`src/rtl/pa_irq_pkg.sv`:
```
package pa_irq_pkg;

    localparam int DATA_W  = 32;
    localparam int ADDR_W  = 8;
    localparam int N_WORDS = 2;
    localparam int N_BAYS  = 7;
    localparam int BAY_W   = 3;
    localparam int PORT_W  = 3;
    localparam int EVT_W   = 8;
    localparam int POS_W   = $clog2(DATA_W);

    localparam logic [EVT_W-1:0] EVT_LIVE = 8'hFE;

    localparam logic [ADDR_W-1:0] A_PEND0 = 8'h10;
    localparam logic [ADDR_W-1:0] A_PEND1 = 8'h18;
    localparam logic [ADDR_W-1:0] A_EN0   = 8'h20;
    localparam logic [ADDR_W-1:0] A_EN1   = 8'h28;
    localparam logic [ADDR_W-1:0] A_MGMT  = 8'h40;
    localparam logic [ADDR_W-1:0] A_EVT   = 8'h70;

    typedef logic [N_WORDS-1:0][DATA_W-1:0] word_pair_t;

    typedef struct packed {
        word_pair_t       pend;
        word_pair_t       en;
        logic [EVT_W-1:0] evt;
        logic             net_irq;
        logic             mgmt_irq;
        logic             oir_irq;
    } agg_state_t;

    // Which pending word a bay lives in
    function automatic logic bay_word(input logic [BAY_W-1:0] bay);
        case (bay)
            3'd2, 3'd5, 3'd6: bay_word = 1'b1;
            default:          bay_word = 1'b0;
        endcase
    endfunction

    // Bit base of a bay's port field inside its word
    function automatic logic [POS_W-1:0] bay_base(input logic [BAY_W-1:0] bay);
        case (bay)
            3'd1, 3'd2: bay_base = 5'd8;
            3'd4, 3'd6: bay_base = 5'd16;
            3'd3, 3'd5: bay_base = 5'd24;
            default:    bay_base = 5'd0;
        endcase
    endfunction

    // First of the two card-present bits of a bay in the management view
    function automatic logic [POS_W-1:0] card_base(input logic [BAY_W-1:0] bay);
        case (bay)
            3'd1:    card_base = 5'd9;
            3'd2:    card_base = 5'd13;
            3'd4:    card_base = 5'd17;
            3'd6:    card_base = 5'd21;
            3'd3:    card_base = 5'd25;
            3'd5:    card_base = 5'd29;
            default: card_base = 5'd0;
        endcase
    endfunction

endpackage

```
`src/rtl/pa_irq_bitsel.sv`:
```
module pa_irq_bitsel
    import pa_irq_pkg::*;
#(
    parameter int NB = N_BAYS
) (
    input  logic              vld,
    input  logic [BAY_W-1:0]  bay,
    input  logic [PORT_W-1:0] port,
    output word_pair_t        hit
);

    logic [POS_W-1:0] pos;

    always_comb begin
        hit = '0;
        pos = bay_base(bay) + POS_W'(port);
        if (vld && (int'(bay) < NB)) begin
            hit[bay_word(bay)][pos] = 1'b1;
        end
    end

endmodule

```
`src/rtl/pa_card_view.sv`:
```
module pa_card_view
    import pa_irq_pkg::*;
#(
    parameter int NB = N_BAYS
) (
    input  logic [NB-1:0]     present,
    output logic [DATA_W-1:0] view
);

    always_comb begin
        view = '0;
        for (int b = 1; b < NB; b++) begin
            if (present[b]) begin
                view[card_base(BAY_W'(b)) +: 2] = 2'b11;
            end
        end
    end

endmodule

```
`src/rtl/pa_irq_aggr.sv`:
```
module pa_irq_aggr
    import pa_irq_pkg::*;
(
    input  logic              clk,
    input  logic              rst,
    input  logic [ADDR_W-1:0] bus_addr,
    input  logic              bus_rd,
    input  logic              bus_wr,
    input  logic [DATA_W-1:0] bus_wdata,
    output logic [DATA_W-1:0] bus_rdata,
    input  logic              set_vld,
    input  logic [BAY_W-1:0]  set_bay,
    input  logic [PORT_W-1:0] set_port,
    input  logic              clr_vld,
    input  logic [BAY_W-1:0]  clr_bay,
    input  logic [PORT_W-1:0] clr_port,
    input  logic [N_BAYS-1:0] bay_present,
    input  logic [EVT_W-1:0]  evt_pulse,
    input  logic              mgmt_req,
    output logic              net_irq,
    output logic              mgmt_irq,
    output logic              oir_irq
);

    localparam int WSEL_W = ADDR_W - 2;

    agg_state_t        st_d, st_q;
    word_pair_t        set_hit, clr_hit;
    logic [DATA_W-1:0] card_word;

    logic              sel_pend0, sel_pend1, acc_evt, acc_mgmt;
    logic [EVT_W-1:0]  evt_wipe;
    logic [EVT_W-1:0]  evt_new;

    pa_irq_bitsel #(.NB(N_BAYS)) u_set_sel (
        .vld  (set_vld),
        .bay  (set_bay),
        .port (set_port),
        .hit  (set_hit)
    );

    pa_irq_bitsel #(.NB(N_BAYS)) u_clr_sel (
        .vld  (clr_vld),
        .bay  (clr_bay),
        .port (clr_port),
        .hit  (clr_hit)
    );

    pa_card_view #(.NB(N_BAYS)) u_card (
        .present (bay_present),
        .view    (card_word)
    );

    // Address decode
    always_comb begin
        sel_pend0 = (bus_addr[ADDR_W-1:2] == A_PEND0[ADDR_W-1:2]);
        sel_pend1 = (bus_addr[ADDR_W-1:2] == A_PEND1[ADDR_W-1:2]);
        acc_evt   = (bus_rd || bus_wr) && (bus_addr == A_EVT);
        acc_mgmt  = (bus_rd || bus_wr) && (bus_addr == A_MGMT);
        evt_wipe  = (bus_wr && bus_addr == A_EVT) ? bus_wdata[EVT_W-1:0] : '0;
        evt_new   = evt_pulse & EVT_LIVE;
    end

    // Next-state logic
    always_comb begin
        st_d = st_q;
        for (int w = 0; w < N_WORDS; w++) begin
            st_d.pend[w] = (st_q.pend[w] & ~clr_hit[w]) | set_hit[w];
        end
        if (bus_wr && bus_addr == A_EN0) st_d.en[0] = bus_wdata;
        if (bus_wr && bus_addr == A_EN1) st_d.en[1] = bus_wdata;
        st_d.evt      = ((st_q.evt & ~evt_wipe) | evt_new) & EVT_LIVE;
        st_d.oir_irq  = (|evt_new) || (st_q.oir_irq && !acc_evt);
        st_d.mgmt_irq = mgmt_req || (st_q.mgmt_irq && !acc_mgmt);
        st_d.net_irq  = |((st_d.pend[0] & st_d.en[0]) | (st_d.pend[1] & st_d.en[1]));
        if (rst) st_d = '0;
    end

    always_ff @(posedge clk) begin
        st_q <= st_d;
    end

    // Read mux
    always_comb begin
        bus_rdata = '0;
        if (bus_rd) begin
            if (sel_pend0)                bus_rdata = st_q.pend[0];
            else if (sel_pend1)           bus_rdata = st_q.pend[1];
            else if (bus_addr == A_EN0)   bus_rdata = st_q.en[0];
            else if (bus_addr == A_EN1)   bus_rdata = st_q.en[1];
            else if (bus_addr == A_MGMT)  bus_rdata = card_word;
            else if (bus_addr == A_EVT)   bus_rdata = DATA_W'(st_q.evt);
        end
    end

    assign net_irq  = st_q.net_irq;
    assign mgmt_irq = st_q.mgmt_irq;
    assign oir_irq  = st_q.oir_irq;

    logic unused_addr;
    assign unused_addr = ^bus_addr[WSEL_W+1:WSEL_W];

endmodule

```
`config.mk`:
```
export PLATFORM = sky130hd
export DESIGN_NAME = pa_irq_aggr
export DESIGN_NICKNAME = d
export VERILOG_FILES = /design/src/rtl/pa_irq_pkg.sv /design/src/rtl/pa_irq_bitsel.sv /design/src/rtl/pa_card_view.sv /design/src/rtl/pa_irq_aggr.sv
export SDC_FILE = /design/constraint.sdc
export NUM_CORES = 1
export LEC_CHECK = 0
export BUFFER_PORTS_ARGS = -buffer_cell sky130_fd_sc_hd__buf_2
export CORE_UTILIZATION = 51
export DETAILED_ROUTE_END_ITERATION = 16
export GPL_TIMING_DRIVEN = 0
export PLACE_DENSITY = 0.69
export SETUP_SLACK_MARGIN = 0.5
export SLEW_MARGIN = 20
export SYNTH_ARGS = -nofsm -noshare
export SYNTH_HDL_FRONTEND = slang
export SYNTH_HIERARCHICAL = 1
export SYNTH_SLANG_ARGS = --single-unit
export TNS_END_PERCENT = 5
```
`constraint.sdc`:
```
create_clock -name clk -period 3.55 [get_ports clk]
set_clock_uncertainty 0.2 [all_clocks]
set_input_delay 0.71 -clock clk [delete_from_list [all_inputs] [get_ports clk]]
set_output_delay 0.71 -clock clk [all_outputs]
set_load 0.01 [all_outputs]
```
==> results.md, run 1 <==
* Run status: complete, no violations
* Final critical path time including I/O delays and setup at 3.27 ns
* Number of antenna-violating nets in the routed design at 0
* Initial antenna violation count at 0
* Reg-to-reg endpoint: net_irq
* Internal Dissipation at 2.67 mW
* Number of enable flip-flop cells after synthesis at 0
* FP Rows at 43
* Endpoints failing setup at 0
* Largest cells by area after synthesis: sky130_fd_sc_hd__dfxtp_1 (38%), sky130_fd_sc_hd__nor2_1 (13%), sky130_fd_sc_hd__mux2i_1 (8.8%)
* Startpoint Class: input pin
* Worst endpoint data arrival time at 3.34 ns
* Post-route DRC violation count at 0
* Number of pins with negative max-slew slack in the final report at 0
* Worst hold path type: input pin to flop
* Overall power of the completed layout at 3.55 mW
* Number of CTS-inserted buffers at 17
* Yosys cell types at 36
* Layout cells sized above 1 at 26.6%
* Hold Path End: mgmt_irq
* Final Net Count at 1,160
* Transition time at the pin with the least slew margin at 0.847 ns
* Total count of hold-check failures in the final report at 0
* Total I/O pin count at 109
* Global-route wire length before repair at 41,400 um
* Clk pin slew, worst setup/hold paths at 0.06 ns
* Worst r2r src: st_q[43]
* Maximum Capacitance Violations at 0
* Post-DP HPWL at 20,700 um
* Slack of the worst reg-to-reg path at 1.53 ns
* Routed vias/inst at 6.01
* All-layer global routing usage at 39.5%
* Upper clock frequency limit at 306 MHz
* Clock Power Share at 46.8%
* Area growth from synthesis to layout at 29.2%
* Total global routing overflow at 0
* Crit share post-route at 92.0%
* Top-area cell type share of the netlist area at 37.8%
* Root Buffer Master: sky130_fd_sc_hd__clkbuf_16
* Primary flip-flop cell chosen by synthesis mapping: sky130_fd_sc_hd__dfxtp_1
* Clock sink total at 138
* Detailed-router iteration count before antenna repair at 6
* Layout filler cell count at 1,188
* Placeable Area at 13,900 um^2
* Max clock buf depth at 2
* Data required time at the worst endpoint at 3.62 ns
* TritonCTS clock tree: built
* Maximum fanout along the worst path at 5
* RSZ-0062 raised after global routing: true
* Share of flip-flops with an asynchronous set or reset after synthesis at 0%
* Number of DRC markers in iteration 0 at 1,083
* Cell type with the highest aggregate area in the netlist: sky130_fd_sc_hd__dfxtp_1
* PnR worst setup slack at 0.283 ns
* Proportion of total power due to net switching at 24.8%
* Routability congestion estimate from global placement at 0.997
* Count of inserted antenna diode cells at 0
* Final routed wire length divided by cell count at 23.0 um
* Setup Slack @ Placement at -0.427 ns
* Overall die width at 122 um
* Port Buf Inserts at 99
* Static leakage at 3.89 nW
* Power per standard cell area at 377 nW/um^2
* Register bit total from synthesis at 138
* Vertical die dimension at 122 um
* Leading cell type in the layout, fill and taps excluded: sky130_fd_sc_hd__nor2_1
* Largest net degree at the start of global routing at 17
* Warnings, synthesis at 6
* Die area at 14,800 um^2
* Worst Hold Launch: mgmt_req
* VDD IR-drop max at 0.329 mV
* Commonest non-fill, non-tap cells in the layout: sky130_fd_sc_hd__nor2_1 (240), sky130_fd_sc_hd__dfxtp_1 (138), sky130_fd_sc_hd__buf_2 (104), sky130_fd_sc_hd__a21oi_1 (73), sky130_fd_sc_hd__inv_1 (65)
* Initial core utilization at 52.4%
* Max-slew headroom at the worst pin at 43.5%
* Synthesized instance count at 911
* Endpoint kind of the worst setup timing path: flop
* Post-detailed-routing wire length at 29,400 um
* Sequential power share at 44.5%
* Worst setup path class: input pin to flop
* Share of total power in combinational logic at 8.7%
* Reg2reg path depth at 5
* Number of cells on the worst hold path at 3
* Post-Synthesis Cell Area at 7300 um^2
* Register area share after synthesis at 37.8%
* Mean post-synth cell area at 8.02 um^2
* H-tree depth at 4
* Clock Latency Late Sink at 0.44 ns
* Via count of the first global-routing pass at 6,888
* Net switching component of the power at 881 uW
* Routed vias at 7,679
cell type report:
| class | count | area (um^2) | share of cell area [%] |
|---|---|---|---|
| clock inverters | 8 | 72.6 | 0.769 |
| well taps | 180 | 225 | 2.39 |
| inverters | 65 | 244 | 2.59 |
| plain buffers | 109 | 875 | 9.27 |
| repair buffers | 123 | 795 | 8.42 |
| clock buffers | 22 | 464 | 4.92 |
| multi-input cells | 632 | 4000 | 42.4 |
| flip-flops and latches | 138 | 2760 | 29.3 |
Yosys cell counts, drive strengths merged, types with 6 or more instances:
master / n
a21boi: 32
a21oi: 73
a221oi: 7
a222oi: 25
a22o: 7
a22oi: 32
buf: 66
clkbuf: 43
dfxtp: 138
inv: 65
mux2i: 64
nand3: 10
nand4b: 6
nand4bb: 12
nor2: 253
nor4: 11
o22ai: 32
or4b: 9
routing by layer:
layer | GRT usage (%) | wire (um) | vias up
li1 | - | - | 3463
met1 | 49.0 | 11300 | 3564
met2 | 61.8 | 13100 | 529
met3 | 11.6 | 3350 | 123
met4 | 20.9 | 1660 | 0
met5 | 0 | 0 | -
state kept, by name (all words and copies together), names as in the netlist:
register,count
st_q,135
mgmt_irq,1
net_irq,1
oir_irq,1
power by group through the flow:
stage,Sequential (mW),Combinational [mW],Clock [mW]
6_report,1.58,0.309,1.66
3_5_place_dp,1.61,0.277,0
3_3_place_gp,1.61,0.277,0
4_1_cts,1.58,0.288,1.66
5_1_grt,1.58,0.323,1.74
2_1_floorplan,1.61,0.159,0
what timing repair did:
action                     in CTS  in global routing
pin swaps                      16                 16
setup endpoints to repair      33                 33
buffers inserted                7                 12
hold buffers                    0                  0
gates resized for setup        88                 48
gates cloned                    3                  2
worst max-delay path, stage by stage:
cell                      delay (ns)
sky130_fd_sc_hd__buf_2          0.13
sky130_fd_sc_hd__or4b_4         0.59
sky130_fd_sc_hd__or3b_1         0.40
sky130_fd_sc_hd__buf_6          0.16
sky130_fd_sc_hd__mux2i_1        0.35
sky130_fd_sc_hd__o22ai_1        0.24
sky130_fd_sc_hd__nor4_1         0.42
sky130_fd_sc_hd__and4_1         0.25
sky130_fd_sc_hd__a21oi_1        0.09
cell families after synthesis:
group	after synthesis	share of synthesized area (%)
and+or+nand+nor	321	21.3
muxes	64	8.77
AOI/OAI and AO/OA	211	19.7
DFF	138	37.8
other	3	0.154
buffers and inverters	174	12.3
metrics by stage:
stage	hold WS (ns)	utilization [%]	instances	cell area, um^2	setup TNS (ns)
2_1_floorplan	0.252	-	944	7440	0
3_3_place_gp	0.267	58.6	1223	8160	-5.10
4_1_cts	0.285	65.7	1263	9150	0
5_1_grt	0.299	67.7	1277	9430	0
6_report	0.288	67.7	1277	9430	0
3_5_place_dp	0.274	58.6	1223	8160	-6.00
worst max path at each step:
stage           startpoint            end  depth (start not counted)
2_1_floorplan  bus_addr[1]   bus_rdata[7]                          9
3_3_place_gp        bus_wr        net_irq                          9
3_5_place_dp        bus_wr        net_irq                          9
4_1_cts        bus_addr[3]  bus_rdata[22]                          9
5_1_grt        bus_addr[3]  bus_rdata[12]                          8
6_report       bus_addr[6]        net_irq                          9
(Power assumes the default switching activity.)
==> run 2, diff against run 1 <==
CTS_CLUSTER_SIZE = 28   (was not set)
clock period = 3.3 ns   (was 3.55 ns; I/O delays follow)
==> run 2 against run 1 <==
Effect of this change:
- setup slack worse by 0.15 ns
- critical path depth rose by 1
- total power is 25% higher
- combinational power rose by 10%
- sequential power increased by 8%
- cell area rose by 2.0%
- non-clock buffer count is 2 lower
==> results.md, run 2 (same netlist as run 1, synthesis figures left out) <==
* Run status: complete, no violations
* H-tree depth at 4 (unchanged)
* Root Buffer Master: sky130_fd_sc_hd__clkbuf_16
* Endpoint kind of the worst setup timing path: output port
* Global-route wire length before repair at 43,300 um (+4.8%)
* Detailed-router iteration count before antenna repair at 6 (unchanged)
* Max clock buf depth at 2 (unchanged)
* Number of flip-flops under the largest register name at 135 (unchanged)
* Beginning of the critical path: bus_addr[0]
* Max-slew headroom at the worst pin at 40.4% (-3.1 points)
* RSZ-0062 raised after global routing: true
* Routed vias at 7,811 (+1.7%)
* Static leakage at 3.97 nW (+2.2%)
* Quantity of hold-fixing buffers added after cts at 0 (unchanged)
* Maximum fanout along the worst path at 5 (unchanged)
* Worst hold path type: input pin to flop
* Die area at 14,800 um^2 (unchanged)
* Startpoint Class: input pin
* Overall die width at 122 um (unchanged)
* Setup total negative slack at 0 ns (unchanged)
* Initial core utilization at 52.4% (unchanged)
* Number of pins with negative max-slew slack in the final report at 0 (unchanged)
* Total I/O pin count at 109 (unchanged)
* Total count of hold-check failures in the final report at 0 (unchanged)
* Clock sink total at 138 (unchanged)
* Vertical die dimension at 122 um (unchanged)
* Clock Latency Late Sink at 0.43 ns (about the same)
* Critical path buffers and inverters at 4 (+2)
* FP Rows at 43 (unchanged)
* Post-route DRC violation count at 0 (unchanged)
* Initial antenna violation count at 0 (unchanged)
* Number of antenna-violating nets in the routed design at 0 (unchanged)
* Most numerous cell on the critical path: sky130_fd_sc_hd__buf_6
* Cell family contributing the most delay on the critical path: simple AND/OR/NAND/NOR gates
* Leading cell type in the layout, fill and taps excluded: sky130_fd_sc_hd__nor2_1
* Placement-stage cell area at 8260 um^2 (+1.2%)
* Worst r2r src: st_q[107]
* Layout cells sized above 1 at 27.5% (+0.91 points)
* CP max stage cell: sky130_fd_sc_hd__nor4_4
* Post-DP HPWL at 20,700 um (about the same)
* Data required time at the worst endpoint at 2.44 ns (-1.18 ns)
* Upper clock frequency limit at 316 MHz
* TritonCTS clock tree: built
* Critical path, cell by cell: buf_6, nor2_4, nand2_2, nor4_4, nor3b_4, buf_6, buf_8, a222oi_1, a21boi_2, buf_2
* Worst endpoint data arrival time at 2.31 ns (-1.03 ns)
* Worst setup path class: input pin to output port
* Total global routing overflow at 0 (unchanged)
* Transition time at the pin with the least slew margin at 0.894 ns (+0.0463 ns)
* Area of the multi-input gates at 4050 um^2 (+1.3%)
* Final critical path time including I/O delays and setup at 3.17 ns
* Via count of the first global-routing pass at 7,126 (+3.5%)
* Crit share post-route at 96.0%
* Post-detailed-routing wire length at 30,200 um (+2.8%)
* Number of CTS-inserted buffers at 17 (unchanged)
* Power per standard cell area at 461 nW/um^2 (+22%)
* Top register by number of flip-flops: st_q
* Clk pin slew, worst setup/hold paths at 0.06 ns (about the same)
* Placeable Area at 13,900 um^2 (unchanged)
* Routed vias/inst at 6.12 (+1.7%)
* All-layer global routing usage at 41.1% (+1.6 points)
* Reg area at 2760 um^2 (unchanged)
* Number of DRC markers in iteration 0 at 1,031 (-4.8%)
* Largest net degree at the start of global routing at 17 (unchanged)
* Layout filler cell count at 1,200 (+1.0%)
* Post-route cell area at 9620 um^2 (+2.0%)
* Area growth from synthesis to layout at 31.8%
* Commonest non-fill, non-tap cells in the layout: sky130_fd_sc_hd__nor2_1 (240), sky130_fd_sc_hd__dfxtp_1 (138), sky130_fd_sc_hd__buf_2 (104), sky130_fd_sc_hd__a21oi_1 (73), sky130_fd_sc_hd__inv_1 (65)
* Max incr delay on CP at 0.31 ns (-0.28 ns)
* VDD IR-drop max at 0.436 mV (+33%)
* Endpoints failing setup at 0 (unchanged)
* Final routed wire length divided by cell count at 23.7 um (+2.8%)
* Routability congestion estimate from global placement at 1.06 (+6.7%)
* Final Net Count at 1,158 (-0.17%)
* Final-layout worst hold slack at 0.238 ns (-0.0505 ns)
* Port Buf Inserts at 99 (unchanged)
* Maximum Capacitance Violations at 0 (unchanged)
* Worst Hold Launch: mgmt_req
* Count of inserted antenna diode cells at 0 (unchanged)
[run 2: cell count changes in the layout (fill, tap and decap cells not counted), sizes merged]
cell      before  now
clkinvlp       3    1
clkinv         4    1
inv           65   66
buf          193  187
clkbuf        61   64
bufinv         1    8
[run 2: worst register-to-register path, cell delays in order, from the launching register on]
cell and delay (ns):
sky130_fd_sc_hd__dfxtp_1 0.32, sky130_fd_sc_hd__a21oi_1 0.26, sky130_fd_sc_hd__o22ai_1 0.25, sky130_fd_sc_hd__nor4_1 0.36
sky130_fd_sc_hd__and4_1 0.23, sky130_fd_sc_hd__a21oi_1 0.09
[run 2: what timing repair did]
| item | CTS | global route |
|---|---|---|
| cloned | 6 | 0 |
| endpoints found under the setup margin | 33 | 33 |
| buffers inserted | 13 | 3 |
| gates resized for setup | 89 | 23 |
| pin swaps | 15 | 11 |
[run 2: worst paths after layout]
path | end | slack [ns] | depth (start not counted)
max | bus_rdata[29] | 0.13 | 10
min reg2reg | mgmt_irq | 0.27 | 2
min | mgmt_irq | 0.24 | 3
max reg2reg | net_irq | 1.42 | 5
[run 2: metrics by stage]
stage               instances  total power, mW  util, %  worst slack [ns]
detailed placement       1223             2.04     59.3            -0.594
floorplan                 944             1.90        -             0.397
CTS                      1274             4.40     68.3             0.209
global placement         1223             2.04     59.3            -0.649
global route             1277             4.52     69.1            0.0466
finish                   1277             4.44     69.1             0.133
[run 2: cell type report]
class / count / share of cell area [%]
multi-input combinational: 632 / 42.0
timing repair buffer: 121 / 7.81
sequential: 138 / 28.7
tap: 180 / 2.34
clock inverter: 11 / 2.72
buffer: 109 / 8.97
clock buffer: 21 / 4.89
inverter: 65 / 2.54
[run 2: power by group]
part | switching, mW | leakage, nW | internal [mW] | total, mW
combinational | 0.208 | 2.50 | 0.134 | 0.341
clock | 0.764 | 0.354 | 1.63 | 2.40
sequential | 0.0132 | 1.12 | 1.69 | 1.70
[run 2: routing by layer]
layer	global-route usage (%)	part of all wire, %	wire, um	vias up
li1	-	-	-	3455
met1	53.4	39	11900	3654
met2	61.7	43	12900	583
met3	10.6	12	3650	119
met4	23.5	5.9	1780	0
met5	0	0	0	-
==> run 3, diff against run 2 <==
REMOVE_ABC_BUFFERS = 1   (was not set)
SETUP_SLACK_MARGIN = not set   (was 0.5)
==> run 3 against run 2 <==
Effect of this change:
- largest power group unchanged
- sequential share of layout area grew 3.6 points
- sequential cell count is the same
- cell area shrank 11%
- wire length shrank 22%
- hold slack gained 0.011 ns
- via count shrank 10%
- critical endpoint is now bus_rdata[24]
- critical path depth shrank 3
==> results.md, run 3 (same netlist as run 1, synthesis figures left out) <==
* Run status: complete, no violations
* All-layer global routing usage at 32.9% (-8.2 points)
* Number of flip-flops under the largest register name at 135 (unchanged)
* Upper clock frequency limit at 305 MHz (-3.4%)
* Final critical path time including I/O delays and setup at 3.28 ns (+0.111 ns)
* FP Rows at 43 (unchanged)
* Worst r2r src: st_q[30]
* Number of CTS-inserted buffers at 17 (unchanged)
* Routed vias at 7,005 (-10%)
* Overall power of the completed layout at 3.84 mW (-13%)
* Root Buffer Master: sky130_fd_sc_hd__clkbuf_16
* Clock sink total at 138 (unchanged)
* Endpoint kind of the worst setup timing path: output port
* Critical path buffers and inverters at 3 (-1)
* Slack of the worst reg-to-reg path at 1.41 ns (about the same)
* Port Buf Inserts at 106 (+7.1%)
* Max-slew headroom at the worst pin at 40.6% (+0.16 points)
* Die area at 14,800 um^2 (unchanged)
* VDD IR-drop max at 0.343 mV (-21%)
* Maximum fanout along the worst path at 19 (+14)
* Met3 Use GR at 7.16% (-3.4 points)
* Max incr delay on CP at 0.63 ns (+0.32 ns)
* CP max stage cell: sky130_fd_sc_hd__or4b_4
* Detailed-router iteration count before antenna repair at 6 (unchanged)
* Setup Slack @ Placement at -0.755 ns (-0.162 ns)
* Transition time at the pin with the least slew margin at 0.889 ns (-0.00506 ns)
* Leading cell type in the layout, fill and taps excluded: sky130_fd_sc_hd__nor2_1
* Worst hold path type: input pin to flop
* Clk pin slew, worst setup/hold paths at 0.06 ns (about the same)
* Final Net Count at 1,053 (-9.1%)
* H-tree depth at 4 (unchanged)
* Layout Cells excl Fill at 1,172 (-8.2%)
* Number of DRC markers in iteration 0 at 794 (-23%)
* Vertical die dimension at 122 um (unchanged)
* Routability congestion estimate from global placement at 0.906 (-15%)
* Met2 routing resource usage after global routing at 53.1% (-8.6 points)
* Routed vias/inst at 5.98 (-2.3%)
* Maximum Capacitance Violations at 0 (unchanged)
* Startpoint Class: input pin
* RSZ-0062 raised after global routing: true
* Number of pins with negative max-slew slack in the final report at 0 (unchanged)
* PnR worst setup slack at 0.0221 ns (-0.111 ns)
* Post-detailed-routing wire length at 23,700 um (-22%)
* Most used routing layer in global routing: met2
* Power per standard cell area at 449 nW/um^2 (-2.5%)
* Total count of hold-check failures in the final report at 0 (unchanged)
* Hold Path End: mgmt_irq
* Post-route DRC violation count at 0 (unchanged)
* Top register by number of flip-flops: st_q
* Count of inserted antenna diode cells at 0 (unchanged)
* Data required time at the worst endpoint at 2.44 ns (about the same)
* Commonest non-fill, non-tap cells in the layout: sky130_fd_sc_hd__nor2_1 (240), sky130_fd_sc_hd__dfxtp_1 (138), sky130_fd_sc_hd__buf_2 (105), sky130_fd_sc_hd__a21oi_1 (73), sky130_fd_sc_hd__inv_1 (65)
* Total global routing overflow at 0 (unchanged)
* Worst Hold Launch: mgmt_req
* Worst path depth at 7 (-3)
* Clock Latency Late Sink at 0.43 ns (about the same)
* Largest net degree at the start of global routing at 103 (+86)
* Reg-to-reg endpoint: net_irq
* Crit share post-route at 99.3% (+3.4 points)
* Critical path, cell by cell: buf_2, or4b_4, nor2_4, buf_16, a222oi_1, a21boi_0, buf_2
* Met1 layer usage reported by global route at 42.5% (-11 points)
* Placeable Area at 13,900 um^2 (unchanged)
* Cell family contributing the most delay on the critical path: simple AND/OR/NAND/NOR gates
* Via count of the first global-routing pass at 6,663 (-6.5%)
* Initial antenna violation count at 0 (unchanged)
* Reg2reg path depth at 5 (unchanged)
* Final routed wire length divided by cell count at 20.2 um (-15%)
* Area growth from synthesis to layout at 17.1%
* Total I/O pin count at 109 (unchanged)
* Initial core utilization at 52.4% (unchanged)
* Number of cells on the worst hold path at 3 (unchanged)
* Post-DP HPWL at 15,300 um (-26%)
* Overall die width at 122 um (unchanged)
* Final-layout worst hold slack at 0.248 ns (+0.0106 ns)
* Number of cells after detailed placement at 1,129 (-7.7%)
* Most numerous cell on the critical path: sky130_fd_sc_hd__buf_2
* Layout filler cell count at 1,264 (+5.3%)
* Endpoints failing setup at 0 (unchanged)
* Static leakage at 3.50 nW (-12%)
* Layout cells sized above 1 at 19.0% (-8.6 points)
* Max clock buf depth at 2 (unchanged)
* TritonCTS clock tree: built
* Global-route wire length before repair at 36,100 um (-17%)
* Worst setup path class: input pin to output port
* Number of antenna-violating nets in the routed design at 0 (unchanged)
* Worst endpoint data arrival time at 2.42 ns (+0.11 ns)
==> run 3: routing by layer <==
| layer | vias to the layer above | wire (um) |
|---|---|---|
| li1 | 3257 | - |
| met1 | 3335 | 9940 |
| met2 | 347 | 11000 |
| met3 | 66 | 2070 |
| met4 | 0 | 675 |
| met5 | - | 0 |
==> run 3: how the worst max path moves through the flow <==
stage	from	endpoint
final	bus_addr[6]	bus_rdata[24]
after global routing	bus_addr[6]	bus_rdata[24]
after CTS	bus_addr[1]	bus_rdata[17]
after detailed placement	bus_addr[1]	net_irq
after global placement	bus_addr[1]	bus_rdata[13]
after floorplan	bus_addr[1]	bus_rdata[10]
==> run 3: per-stage QoR <==
step | cell area (um^2) | utilization [%] | TNS [ns]
floorplan | 6770 | - | -22.15
global placement | 7530 | 54.0 | -123.67
detailed placement | 7750 | 55.6 | -6.53
CTS | 8480 | 60.9 | 0
global route | 8550 | 61.4 | -0.0176
finish | 8550 | 61.4 | 0
==> run 3: cell type report <==
cell class	count	area [um^2]	area share, %
Inverter	65	244	2.85
Sequential cell	138	2760	32.3
Clock inverter	7	90.1	1.05
Clock buffer	25	485	5.68
Timing Repair Buffer	123	817	9.56
Multi-Input combinational cell	634	3930	45.9
Tap cell	180	225	2.63
==> run 3: worst min-delay path: stages <==
cell and delay [ns]:
sky130_fd_sc_hd__buf_2 0.08, sky130_fd_sc_hd__a21oi_1 0.03, sky130_fd_sc_hd__nor2_1 0.07
==> run 3: power by group <==
part | switching [mW] | total, mW | internal [mW]
logic | 0.175 | 0.260 | 0.0854
clock network | 0.717 | 1.88 | 1.17
registers | 0.0107 | 1.70 | 1.69
==> run 3: timing repair <==
item / 4_1_cts / 5_1_grt
setup buffers: 7 / 2
gates resized for setup: 11 / 13
gates cloned: 2 / 0
hold buffers: 0 / 0
pin swaps: 6 / 3
setup endpoints to repair: 33 / 23
